**config.mk**
```make
export PLATFORM = sky130hd
export DESIGN_NAME = dual_flash_striper
export DESIGN_NICKNAME = d
export VERILOG_FILES = /design/src/rtl/dfs_pkg.sv /design/src/rtl/dfs_snoop.sv /design/src/rtl/dfs_bitweave.sv /design/src/rtl/dfs_rxq.sv /design/src/rtl/dual_flash_striper.sv
export SDC_FILE = /design/constraint.sdc
export NUM_CORES = 1
export LEC_CHECK = 0
export BUFFER_PORTS_ARGS = -buffer_cell sky130_fd_sc_hd__buf_2
export CAP_MARGIN = 15
export CORE_UTILIZATION = 54
export DETAILED_ROUTE_END_ITERATION = 6
export GPL_TIMING_DRIVEN = 0
export PLACE_DENSITY_LB_ADDON = 0.1
export SKIP_LAST_GASP = 1
export SLEW_MARGIN = 20
export SYNTH_ARGS = -nofsm -noshare
export SYNTH_HDL_FRONTEND = slang
export SYNTH_SLANG_ARGS = --single-unit
```
**constraint.sdc**
```tcl
create_clock -name clk -period 3.95 [get_ports clk]
set_clock_uncertainty 0.05 [all_clocks]
set_input_delay 0.395 -clock clk [delete_from_list [all_inputs] [get_ports clk]]
set_output_delay 0.395 -clock clk [all_outputs]
set_load 0.03 [all_outputs]
```
**src/rtl/dfs_pkg.sv**
```systemverilog
package dfs_pkg;

  localparam int BYTE_W = 8;
  localparam int SKIP_W = 3;

  typedef enum logic [1:0] {
    SN_CHECK  = 2'd0,
    SN_COUNT  = 2'd1,
    SN_PLAIN  = 2'd2,
    SN_STRIPE = 2'd3
  } snoop_e;

  // Header bytes that follow an instruction code; zero means "never stripe".
  function automatic logic [SKIP_W-1:0] cmd_skip(input logic [BYTE_W-1:0] code);
    logic [SKIP_W-1:0] r;
    case (code)
      8'h02, 8'h03, 8'h32, 8'hA2: r = 3'd3;
      8'h0B, 8'h3B, 8'h6B, 8'hBB: r = 3'd4;
      8'hEB:                      r = 3'd6;
      default:                    r = 3'd0;
    endcase
    return r;
  endfunction

endpackage

```
**src/rtl/dfs_snoop.sv**
```systemverilog
module dfs_snoop
  import dfs_pkg::*;
(
  input  logic              clk,
  input  logic              rst,
  input  logic              frame_idle,
  input  logic              step,
  input  logic [BYTE_W-1:0] code,
  output logic              striping
);

  snoop_e            state_q;
  logic [SKIP_W-1:0] left_q;
  logic [SKIP_W-1:0] skip;

  assign skip = cmd_skip(code);

  always_ff @(posedge clk) begin
    if (rst || frame_idle) begin
      state_q <= SN_CHECK;
      left_q  <= '0;
    end else if (step) begin
      case (state_q)
        SN_CHECK: begin
          if (skip == '0) begin
            state_q <= SN_PLAIN;
          end else begin
            state_q <= SN_COUNT;
            left_q  <= skip;
          end
        end
        SN_COUNT: begin
          left_q <= left_q - 1'b1;
          if (left_q == SKIP_W'(1)) state_q <= SN_STRIPE;
        end
        default: ;
      endcase
    end
  end

  assign striping = (state_q == SN_STRIPE);

endmodule

```
**src/rtl/dfs_bitweave.sv**
```systemverilog
module dfs_bitweave #(
  parameter int LANES   = 2,
  parameter int BW      = 8,
  parameter bit UNWEAVE = 1'b0
) (
  input  logic [LANES*BW-1:0] din,
  output logic [LANES*BW-1:0] dout
);

  // Lane k bit j pairs with linear bit k + LANES*j of the flat byte vector.
  for (genvar k = 0; k < LANES; k++) begin : g_lane
    for (genvar j = 0; j < BW; j++) begin : g_bit
      localparam int LIN = k + LANES * j;
      if (UNWEAVE) begin : g_inv
        assign dout[LIN] = din[k*BW + j];
      end else begin : g_fwd
        assign dout[k*BW + j] = din[LIN];
      end
    end
  end

endmodule

```
**src/rtl/dfs_rxq.sv**
```systemverilog
module dfs_rxq #(
  parameter int LANES = 2,
  parameter int BW    = 8,
  parameter int DEPTH = 16
) (
  input  logic                  clk,
  input  logic                  rst,
  input  logic                  push,
  input  logic [$clog2(LANES):0] push_n,
  input  logic [LANES*BW-1:0]   push_data,
  input  logic                  pop,
  output logic                  valid,
  output logic [BW-1:0]         dout,
  output logic                  ovf
);

  localparam int LB   = $clog2(LANES);
  localparam int PW   = $clog2(DEPTH);
  localparam int CW   = PW + 1;
  localparam int ROWS = DEPTH / LANES;

  logic [CW-1:0] wr_q, rd_q;
  logic [CW-1:0] level, room;
  logic          accept;
  logic [BW-1:0] bank_q [LANES];

  assign level  = wr_q - rd_q;
  assign room   = CW'(DEPTH) - level;
  assign accept = push && (room >= CW'(push_n));
  assign valid  = (level != '0);

  always_ff @(posedge clk) begin
    if (rst) begin
      wr_q <= '0;
      rd_q <= '0;
      ovf  <= 1'b0;
    end else begin
      ovf <= push && !accept;
      if (accept) wr_q <= wr_q + CW'(push_n);
      if (pop && valid) rd_q <= rd_q + 1'b1;
    end
  end

  // One single-port-write bank per lane: consecutive bytes land in distinct banks.
  for (genvar b = 0; b < LANES; b++) begin : g_bank
    logic [BW-1:0] mem [ROWS];
    logic [LB-1:0] kb;
    logic [PW-1:0] wa;
    logic          we;

    assign kb = LB'(b) - wr_q[LB-1:0];
    assign wa = wr_q[PW-1:0] + PW'(kb);
    assign we = accept && ({1'b0, kb} < push_n);

    always_ff @(posedge clk) begin
      if (we) mem[wa[PW-1:LB]] <= push_data[kb*BW +: BW];
    end

    assign bank_q[b] = mem[rd_q[PW-1:LB]];
  end

  assign dout = bank_q[rd_q[LB-1:0]];

endmodule

```
**src/rtl/dual_flash_striper.sv**
```systemverilog
module dual_flash_striper
  import dfs_pkg::*;
#(
  parameter int NBUS      = 2,
  parameter int RXQ_DEPTH = 16
) (
  input  logic                   clk,
  input  logic                   rst,
  input  logic                   cfg_dual_mem,
  input  logic                   cfg_split_bus,
  input  logic                   frame_idle,
  input  logic                   tx_valid,
  input  logic [7:0]             tx_byte,
  output logic                   tx_ready,
  output logic [NBUS*8-1:0]      bus_tx,
  output logic [NBUS-1:0]        bus_lane_act,
  output logic                   bus_tx_valid,
  input  logic [NBUS*8-1:0]      bus_rx,
  input  logic                   bus_rx_valid,
  output logic                   rx_valid,
  output logic [7:0]             rx_byte,
  input  logic                   rx_pop,
  output logic                   rx_overflow
);

  localparam int LB  = $clog2(NBUS);
  localparam int GW  = NBUS * BYTE_W;

  logic                striping, wide, busy_q, pend_wide_q;
  logic                accept, issue, group_done;
  logic [LB:0]         hold_cnt_q;
  logic [BYTE_W-1:0]   hold_q [NBUS-1];
  logic [GW-1:0]       grp, woven, unwoven, lanes_nx, push_data;
  logic [NBUS-1:0]     act_nx;
  logic                push;
  logic [LB:0]         push_n;

  assign wide       = cfg_dual_mem && cfg_split_bus;
  assign tx_ready   = !busy_q && !frame_idle;
  assign accept     = tx_valid && tx_ready;
  assign group_done = !striping || !wide || (hold_cnt_q == (LB+1)'(NBUS-1));
  assign issue      = accept && group_done;

  dfs_snoop u_snoop (
    .clk        (clk),
    .rst        (rst),
    .frame_idle (frame_idle),
    .step       (issue),
    .code       (tx_byte),
    .striping   (striping)
  );

  // Stripe group: held bytes first, the byte being accepted last.
  for (genvar k = 0; k < NBUS; k++) begin : g_grp
    if (k == NBUS - 1) begin : g_last
      assign grp[k*BYTE_W +: BYTE_W] = tx_byte;
    end else begin : g_held
      assign grp[k*BYTE_W +: BYTE_W] = hold_q[k];
    end
  end

  dfs_bitweave #(.LANES(NBUS), .BW(BYTE_W), .UNWEAVE(1'b0)) u_weave (
    .din  (grp),
    .dout (woven)
  );

  dfs_bitweave #(.LANES(NBUS), .BW(BYTE_W), .UNWEAVE(1'b1)) u_unweave (
    .din  (bus_rx),
    .dout (unwoven)
  );

  always_comb begin
    lanes_nx = '0;
    act_nx   = '0;
    if (wide && striping) begin
      lanes_nx = woven;
      act_nx   = '1;
    end else if (wide) begin
      lanes_nx = {NBUS{tx_byte}};
      act_nx   = '1;
    end else begin
      lanes_nx[BYTE_W-1:0] = tx_byte;
      act_nx[0]            = 1'b1;
    end
  end

  always_ff @(posedge clk) begin
    if (rst) begin
      busy_q       <= 1'b0;
      pend_wide_q  <= 1'b0;
      hold_cnt_q   <= '0;
      bus_tx_valid <= 1'b0;
      bus_tx       <= '0;
      bus_lane_act <= '0;
    end else begin
      bus_tx_valid <= issue;
      if (frame_idle) hold_cnt_q <= '0;
      if (issue) begin
        bus_tx       <= lanes_nx;
        bus_lane_act <= act_nx;
        busy_q       <= 1'b1;
        pend_wide_q  <= wide && striping;
        hold_cnt_q   <= '0;
      end else if (accept) begin
        hold_cnt_q <= hold_cnt_q + 1'b1;
      end
      if (busy_q && bus_rx_valid) busy_q <= 1'b0;
    end
  end

  always_ff @(posedge clk) begin
    if (accept && !issue) hold_q[hold_cnt_q[LB-1:0]] <= tx_byte;
  end

  assign push   = busy_q && bus_rx_valid;
  assign push_n = pend_wide_q ? (LB+1)'(NBUS) : (LB+1)'(1);

  always_comb begin
    push_data = '0;
    if (pend_wide_q) push_data = unwoven;
    else             push_data[BYTE_W-1:0] = bus_rx[BYTE_W-1:0];
  end

  dfs_rxq #(.LANES(NBUS), .BW(BYTE_W), .DEPTH(RXQ_DEPTH)) u_rxq (
    .clk       (clk),
    .rst       (rst),
    .push      (push),
    .push_n    (push_n),
    .push_data (push_data),
    .pop       (rx_pop),
    .valid     (rx_valid),
    .dout      (rx_byte),
    .ovf       (rx_overflow)
  );

endmodule

```
==> results of run 1 <==
sequential cells by signal, indices dropped and copies added (netlist names), named ones only:
name	cells
u_rxq.wr_q	5
bus_lane_act	2
u_rxq.g_bank.mem	128
hold_q	8
u_rxq.ovf	1
u_snoop.state_q	2
bus_tx_valid	1
pend_wide_q	1
busy_q	1
bus_tx	16
hold_cnt_q	2
u_rxq.rd_q	5
u_snoop.left_q	3
cell usage in the layout, fill, tap and decap left out, types with 6 or more instances in the layout:
cell type  count
mux2_2         7
a22o_1         7
nor3_4         8
mux4_2        40
clkbuf_1      18
inv_1         26
a31oi_1        9
nor2b_1        9
buf_2         68
o21ai_0       11
a222oi_1       7
a21o_1         8
nand2_1       27
a21oi_1       28
xnor2_1        6
ha_1          16
edfxtp_1     136
clkbuf_16     19
nor2_1        23
dfxtp_1       42
worst paths after layout:
kind / start / endpoint / slack (ns) / cells after the start
min: tx_byte[4] / hold_q[0][4] / 0.10 / 1
max: u_rxq.wr_q[0] / u_rxq.g_bank[0].mem[0][5] / 0.12 / 14
min reg2reg: bus_lane_act[1] / bus_lane_act[1] / 0.40 / 1
max reg2reg: u_rxq.wr_q[0] / u_rxq.g_bank[0].mem[0][5] / 0.12 / 14
timing repair:
| action | in CTS | in global routing |
|---|---|---|
| endpoints found under the hold margin | 0 | 0 |
| endpoints found under the setup margin | 143 | 122 |
| gates resized for setup | 28 | 5 |
| buffers inserted | 5 | 2 |
| hold buffers | 0 | 0 |
| pin swaps | 8 | 3 |
worst max-delay path, cell delays in order (launching register included):
cell and delay (ns):
dfxtp_1 0.36, buf_4 0.21, clkbuf_8 0.23, clkinvlp_4 0.13
ha_1 0.24, fa_1 0.51, ha_1 0.24, o211a_1 0.12
ha_1 0.29, nand2b_1 0.11, a21oi_2 0.05, nand2_1 0.13
o21ai_4 0.12, nor4_4 0.43, buf_2 0.29
power by group through the flow:
stage | clock network (W) | logic (W) | registers (W)
6_report | 0.00168 | 0.00113 | 0.00207
5_1_grt | 0.00177 | 0.00123 | 0.00207
4_1_cts | 0.00170 | 0.00113 | 0.00207
3_5_place_dp | 0 | 0.00109 | 0.00211
3_3_place_gp | 0 | 0.00106 | 0.00211
2_1_floorplan | 0 | 0.000812 | 0.00212
cell families after synthesis:
kind of cell    count (synthesis)  share of synthesized area [%]
flops                         178                          62.62
simple gates                  118                          8.002
compound gates                 94                          8.257
buf+inv                        56                          2.832
mux                            53                          13.24
fa+ha+maj                      18                          3.054
xor+xnor                       14                          2.004
cell type report:
class	instances	area share, %
well taps	180	2.416
multi-input cells	297	31.15
inverters	27	1.128
flip-flops and latches	178	52.84
repair buffers	69	4.430
clock buffers	22	5.437
clock inverters	10	0.9934
plain buffers	29	1.611
metrics by stage:
stage          hold WS [ns]  util, %  power [W]    TNS, ns
2_1_floorplan        0.3847        -   0.002931     -3.323
5_1_grt             0.09555    66.37   0.005072  -0.003454
3_5_place_dp         0.3859    60.35   0.003200    -154.78
3_3_place_gp         0.3844    60.13   0.003174    -145.78
4_1_cts             0.08925    66.03   0.004901          0
6_report             0.1029    66.37   0.004888          0
routing by layer:
metal | share of wire [%] | vias to the layer above | wire [µm]
met3 | 3.7 | 27 | 644
met1 | 43 | 2475 | 7424
li1 | - | 2252 | -
met4 | 2.3 | 0 | 404
met2 | 51 | 133 | 8861
met5 | 0 | - | 0
==> flow_summary.toml, run 1 <==
[synthesis]
syn_inst = 531
synth_nets = 581
avgSynthCellArea_um2 = 14.81
synth_top_area_share_pct = 51.92
synth_seq_area_share_pct = 62.62
synth_most_common_cell = "edfxtp_1"
async_reset_ff_share_pct = 0
netlist_area_um2 = 7865
synth_cell_types = 59
synth_top_area_cell = "edfxtp_1"
synthFlopType = "edfxtp_1"
ys_top_cells_by_count = "136 x edfxtp_1, 42 x dfxtp_1, 40 x mux4_2"
synth_edf_count = 136
ys_warn_count = 0
ys_top_cells_by_area = "edfxtp_1 52%, mux4_2 11%, dfxtp_1 11%, ha_1 2.5%, a21oi_1 1.9%"
synth_seq_cells = 178

[power_and_ir_drop]
seq_power_share_pct = 42.4
pwr-share-comb_pct = 23.2
leakage_nw = 3.322
pwr_density_cell_nw_per_um2 = 524.4
ir_drop_uv = 505.4
p_sw_w = 0.001382
internal_power_w = 0.003506
swShare_pct = 28.27
p_clk_share_pct = 34.5

[routing]
drt_pass1_iterations = 5
drt_iter0_markers = 401
wl_per_cell_um = 21.35
drt-total-wl_mm = 17.34
drtAntennaViolNets = 0
num_vias = 4887
drc = 0
viasPerCell = 6.018

[timing]
finalCriticalPeriod_ns = 3.834
slew_headroom_pct = 37.32
fmax_ghz = 0.2608
hold_violations = 0
period_share_pct = 97.06
setup_ws_ns = 0.1162
tightestPinTransition_ns = 0.9303
setup_viol = 0
slew_viol_final = 0

[global_route]
grt_pass1_wl_mm = 26.70
grt.overflow.total = 0
antenna_found_initial = 0
first_global_vias = 4842
busiest_layer = "met2"
grt_usage_pct = 25.06
use_met1_pct = 31.80
use_met3_pct = 4.507
grt_use_met2_pct = 42.35
grt_max_degree = 17

[die]
die_area_um2 = 15050
die_y_um = 122.7
start_util_pct = 56.01
rows = 43
io-pin-count = 62
die_x_um = 122.7
coreArea_um2 = 14040

[cts]
worst_setup_hold_path_clk_slew_ns = 0.07
cts_num_sinks = 178
cts_max_path_buffers = 2
clk_latency_ns = 0.43
htreeDepth = 4
cts_tree = "done"
cts_made_buffers = 17
cts_root_buffer = "clkbuf_16"

[worst_setup_path]
cp_data_required_time_ns = 4.03
critPathMaxFanout = 10
crit_type = "flip-flop to flip-flop"
startpoint_type = "flip-flop"
arrival_ns = 3.92
endpoint_kind = "flip-flop"

[final_layout]
layout-drive-gt1-share_pct = 29.27
diodes = 0
syn_to_final_growth_pct = 18.50
final_area_um2 = 9320
regArea_um2 = 4925
nets = 669
fillers = 982
fin_cells = 812
multiInputGateArea_um2 = 2903

[flow_run]
cap_violations = 0

[placement]
dp_slack_ns = -1.435
dp.cells = 773
hpwl_mm = 12.29
port_buffers = 60
dpl_cell_area_um2 = 8474
gp_congestion = 0.8434

[min_path]
hold_class = "primary input to flip-flop"

[outcome]
status = "finished, final reports clean"
Power figures use the tool's default switching activity.
==> run 2, diff against run 1 <==
ABC_AREA = 1   (was default)
==> run 2 against run 1 <==
Synthesized area up 2.7%. Total power fell by 10%. Largest power group unchanged. Die area increased by 2.6%. Via count rose by 21%. Cell count increased by 25%. Critical path depth increased by 3.
==> flow_summary.toml, run 2 <==
[global_route]
grt_usage_pct = 26.03
first_global_vias = 5824
antenna_found_initial = 0
grt.overflow.total = 0
grt_pass1_wl_mm = 30.69
grt_max_degree = 19

[worst_setup_path]
rrSetupSlack_ns = 0.29
startpoint_type = "flip-flop"
rr_worst_depth = 17
r2r-end = "u_rxq.g_bank[1].mem[2][0]"
critPathMaxFanout = 10
reg2reg_from = "u_rxq.wr_q[0]"
arrival_ns = 3.71
cp_data_required_time_ns = 3.99
crit_type = "flip-flop to flip-flop"
endpoint_kind = "flip-flop"

[synthesis]
synth_cell_types = 40
synth_seq_area_share_pct = 60.99
netlist_area_um2 = 8074
avgSynthCellArea_um2 = 10.97
synth_top_area_share_pct = 50.58
synth_nets = 786
synth_most_common_cell = "edfxtp_1"
ys_top_cells_by_count = "136 x edfxtp_1, 82 x nand2_1, 73 x inv_1"
synthFlopType = "edfxtp_1"
syn_inst = 736
async_reset_ff_share_pct = 0
synth_edf_count = 136
synth_seq_cells = 178
ys_top_cells_by_area = "edfxtp_1 51%, dfxtp_1 10%, mux2i_1 4.6%, o21ai_0 4.3%, nand2_1 3.8%"
synth_top_area_cell = "edfxtp_1"
ys_warn_count = 0

[final_layout]
layout_commonest_cell = "edfxtp_1"
fin_cells = 1014
diodes = 0
layout-drive-gt1-share_pct = 17.83
final_core_util_pct = 64.02
syn_to_final_growth_pct = 15.25
largest_reg_flops = 128
final_cell_mix = "136 x edfxtp_1, 82 x nand2_1, 72 x inv_1, 72 x buf_2, 65 x o21ai_0"
fillers = 1154
nets = 869

[cts]
worst_setup_hold_path_clk_slew_ns = 0.06
cts_max_path_buffers = 2
cts_num_sinks = 178
htreeDepth = 4
cts_root_buffer = "clkbuf_16"
cts_hold_buf = 0
cts_made_buffers = 17
clk_latency_ns = 0.43
cts_tree = "done"

[power_and_ir_drop]
pwr_density_cell_nw_per_um2 = 471.8
leakage_nw = 3.449
ir_drop_uv = 361.3
total_power_w = 0.004390

[timing]
setup_viol = 0
fmax_ghz = 0.2729
slew_headroom_pct = 29.06
rsz0062_at_grt = "false"
slew_viol_final = 0
period_share_pct = 92.77
finalCriticalPeriod_ns = 3.664
tightestPinTransition_ns = 1.053
hold_violations = 0

[die]
die_area_um2 = 15440
start_util_pct = 55.55
rows = 44
die_y_um = 124.3
die_x_um = 124.3
io-pin-count = 62
coreArea_um2 = 14530

[min_path]
holdPathStages = 1
holdPathEnd = "hold_q[0][2]"
hold_start = "tx_byte[2]"
hold_class = "primary input to flip-flop"

[placement]
hpwl_mm = 13.99
gp_congestion = 0.8593
port_buffers = 60
dp.cells = 980

[outcome]
status = "finished, final reports clean"

[routing]
drt_iter0_markers = 567
drt_pass1_iterations = 5
viasPerCell = 5.810
wl_per_cell_um = 19.15
num_vias = 5891
drt-total-wl_mm = 19.42
drc = 0
drtAntennaViolNets = 0

[flow_run]
cap_violations = 0
[run 2: changes by cell type in the layout (fill, tap and decap cells not counted), moves of 37 or more]
cell      before  now
mux4_2        40    0
o211ai_1       2   39
nand3_1        2   56
inv_1         26   72
o21ai_0       11   65
nand2_1       27   82
[run 2: final cells by class]
class	instances	area [µm²]	area share, %
multi-input combinational	444	2761	29.68
sequential	178	4925	52.92
timing repair buffer	65	350.3	3.765
tap	184	230.2	2.474
clock buffer	18	429.2	4.612
buffer	34	165.2	1.775
clock inverter	12	141.4	1.519
inverter	79	302.8	3.254
[run 2: how the worst max path moves through the flow]
stage                  start                        end  depth (start not counted)  slack, ns
2_1_floorplan  u_rxq.wr_q[0]  u_rxq.g_bank[0].mem[0][0]                         18       0.57
3_3_place_gp   u_rxq.wr_q[0]  u_rxq.g_bank[1].mem[1][1]                         18      -0.08
3_5_place_dp   u_rxq.wr_q[0]  u_rxq.g_bank[1].mem[1][1]                         18      -0.23
4_1_cts        u_rxq.wr_q[0]  u_rxq.g_bank[1].mem[6][0]                         17       0.03
5_1_grt        u_rxq.wr_q[0]  u_rxq.g_bank[0].mem[1][0]                         17       0.03
6_report       u_rxq.wr_q[0]  u_rxq.g_bank[1].mem[2][0]                         17       0.29
[run 2: per-layer routing]
layer	vias to the layer above	wire length (µm)	track usage, %
met3	34	1207	4.983
met2	230	9564	42.67
li1	2772	-	-
met4	0	471	9.922
met5	-	0	0
met1	2855	8172	34.32
[run 2: kinds of logic (layout without fill, tap and decap cells)]
logic type | count (synthesis) | count (layout) | share of synthesized area (%)
muxes | 37 | 37 | 4.587
xor gates and xnor gates | 9 | 9 | 0.9762
buffers and inverters | 114 | 208 | 5.796
AOI/OAI and AO/OA | 171 | 171 | 12.30
DFF | 178 | 178 | 60.99
and+or+nand+nor | 209 | 209 | 12.37
adders and majority gates | 18 | 18 | 2.975
[run 2: worst max-delay path, cell delays in order, from the launching register on]
cell and delay [ns]:
dfxtp_1 0.35, buf_2 0.26, clkinvlp_4 0.20, ha_1 0.26
fa_1 0.53, ha_1 0.21, nand3_1 0.13, nor2_1 0.12
ha_1 0.24, nand2_1 0.06, nor2_1 0.04, nand2_1 0.07
inv_2 0.05, nand3_4 0.10, nand2_4 0.08, inv_4 0.10
nand2_4 0.15, nor2_4 0.32
[run 2: report_power, final]
part | internal [W] | switching (W) | total, W
combinational | 0.000217 | 0.000458 | 0.000674
sequential | 0.00204 | 0.0000140 | 0.00205
clock | 0.000979 | 0.000684 | 0.00166
total | 0.00323 | 0.00116 | 0.00439
[run 2: through the flow]
step | hold WS (ns) | TNS [ns] | instance area [µm²] | worst slack [ns]
6_report | 0.1590 | 0 | 9305 | 0.2858
5_1_grt | 0.1503 | 0 | 9305 | 0.03053
4_1_cts | 0.1436 | 0 | 9191 | 0.03230
3_5_place_dp | 0.3903 | -21.76 | 8605 | -0.2341
3_3_place_gp | 0.3868 | -5.189 | 8605 | -0.07805
2_1_floorplan | 0.4078 | 0 | 8074 | 0.5674
[run 2: timing repair]
item	in CTS	in global routing
gates resized for setup	4	13
setup buffers	0	5
pin swaps	0	1
cloned	0	0
setup endpoints to repair	128	128
==> run 3, diff against run 2 <==
CORE_ASPECT_RATIO = 1.4   (was default)
==> run 3 against run 2 <==
Critical path depth did not move. Worst hold slack worse by 0.013 ns. Clock power about the same. Critical path type unchanged. Largest power group unchanged. Highest routed layer unchanged.
==> flow_summary.toml, run 3 (synthesized netlist as in run 2, its figures left out) <==
[cts]
cts_tree = "done"
cts_hold_buf = 0
cts_max_path_buffers = 2
worst_setup_hold_path_clk_slew_ns = 0.07
cts_root_buffer = "clkbuf_16"
htreeDepth = 4
cts_made_buffers = 17
cts_num_sinks = 178
clk_latency_ns = 0.42

[timing]
rsz0062_at_grt = "false"
tightestPinTransition_ns = 1.011
fmax_ghz = 0.2735
period_share_pct = 92.56
hold_violations = 0
finalCriticalPeriod_ns = 3.656
slew_headroom_pct = 31.86
tns_ns = 0
setup_viol = 0
slew_viol_final = 0

[die]
die_y_um = 146.7
die_x_um = 105.3
start_util_pct = 55.65
die_area_um2 = 15450
io-pin-count = 62
rows = 52
coreArea_um2 = 14510

[placement]
gp_congestion = 0.9129
dp.cells = 985
hpwl_mm = 14.27
port_buffers = 60

[global_route]
grt_max_degree = 19
first_global_vias = 5875
grt_usage_pct = 26.34
grt.overflow.total = 0
grt_pass1_wl_mm = 30.46
antenna_found_initial = 0

[routing]
drt_pass1_iterations = 6
num_vias = 5934
drt-total-wl_mm = 19.47
wl_per_cell_um = 19.13
drt_iter0_markers = 400
drc = 0
viasPerCell = 5.829
drtAntennaViolNets = 0

[final_layout]
regArea_um2 = 4925
layout-drive-gt1-share_pct = 17.73
syn_to_final_growth_pct = 14.95
fillers = 1149
final_cell_mix = "136 x edfxtp_1, 82 x nand2_1, 72 x inv_1, 72 x buf_2, 69 x o21ai_0"
layout_commonest_cell = "edfxtp_1"
nets = 866
fin_cells = 1018
largest_reg_flops = 128
diodes = 0
multiInputGateArea_um2 = 2761

[flow_run]
cap_violations = 0

[worst_setup_path]
critPathMaxFanout = 10
critPathTopFamily = "adder cells"
crit_type = "flip-flop to flip-flop"
path_cells = "buf_2 > clkinvlp_4 > ha_1 > fa_1 > ha_1 > nand3_1 > nor2_1 > ha_1 > nand2_1 > nor2_1 > nand2_1 > inv_2 > nand3_4 > nand2_4 > inv_4 > nand2_4 > nor2_4"
arrival_ns = 3.70
cpMostUsedCell = "ha_1"
endpoint_kind = "flip-flop"
cp_data_required_time_ns = 4.00
timing.critical_path.buf_inv = 4
crit_slowest_cell = "fa_1"
startpoint_type = "flip-flop"
crit_path_max_incr_delay_ns = 0.52

[power_and_ir_drop]
leakage_nw = 3.436
ir_drop_uv = 278.1
total_power_w = 0.004373
pwr_density_cell_nw_per_um2 = 471.2

[min_path]
hold_class = "primary input to flip-flop"

[outcome]
status = "finished, final reports clean"
-- run 3: cell count changes in the layout (fill, tap and decap cells not counted), sizes merged --
cell / change
inv: +7
clkbuf: -1
clkinvlp: -1
bufinv: -2
clkinv: -1
buf: -3
-- run 3: power by group --
part	switching, W	internal [W]	leakage [nW]
combinational	0.000462	0.000215	1.57
sequential	0.0000138	0.00204	1.59
clock	0.000755	0.000890	0.276
-- run 3: area by class of cell --
cell class	instances	share of cell area [%]
Sequential cell	178	53.06
Tap cell	189	2.548
Inverter	79	3.262
Clock inverter	15	1.618
Clock buffer	17	4.583
Timing Repair Buffer	62	3.397
Multi-Input combinational cell	444	29.75
Buffer	34	1.779
-- run 3: path summary, 6_finish.rpt --
path	from	end	slack (ns)	cells after the start
min reg2reg	bus_lane_act[1]	bus_lane_act[1]	0.40	2
max reg2reg	u_rxq.wr_q[0]	u_rxq.g_bank[0].mem[3][5]	0.29	17
max	u_rxq.wr_q[0]	u_rxq.g_bank[0].mem[3][5]	0.29	17
min	tx_byte[2]	hold_q[0][2]	0.15	1
-- run 3: through the flow --
stage	utilization, %	hold slack (ns)	setup WS (ns)	cell area (µm²)
3_3_place_gp	59.35	0.3835	-0.07276	8611
5_1_grt	63.97	0.1447	0.04945	9281
4_1_cts	63.29	0.1391	0.03688	9183
6_report	63.97	0.1464	0.2940	9281
3_5_place_dp	59.35	0.3866	-0.1648	8611
2_1_floorplan	-	0.4078	0.5674	8074
-- run 3: timing repair --
item                       in CTS  in global routing
pin swaps                       0                  0
setup endpoints to repair     128                128
buffers inserted                0                  2
gates resized for setup         0                 17
-- run 3: worst reg2reg max path, cell delays in order, from the launching register on --
cell	delay, ns
dfxtp_1	0.38
buf_2	0.26
clkinvlp_4	0.21
ha_1	0.27
fa_1	0.52
ha_1	0.21
nand3_1	0.14
nor2_1	0.12
ha_1	0.24
nand2_1	0.07
nor2_1	0.04
nand2_1	0.07
inv_2	0.04
nand3_4	0.09
nand2_4	0.08
inv_4	0.10
nand2_4	0.15
nor2_4	0.30
-- run 3: metal layers --
metal	up-vias	wire [µm]	global-route usage [%]
met2	261	10270	47.27
met3	52	1268	5.446
li1	2774	-	-
met5	-	0	0
met4	0	644	12.04
met1	2847	7292	29.81
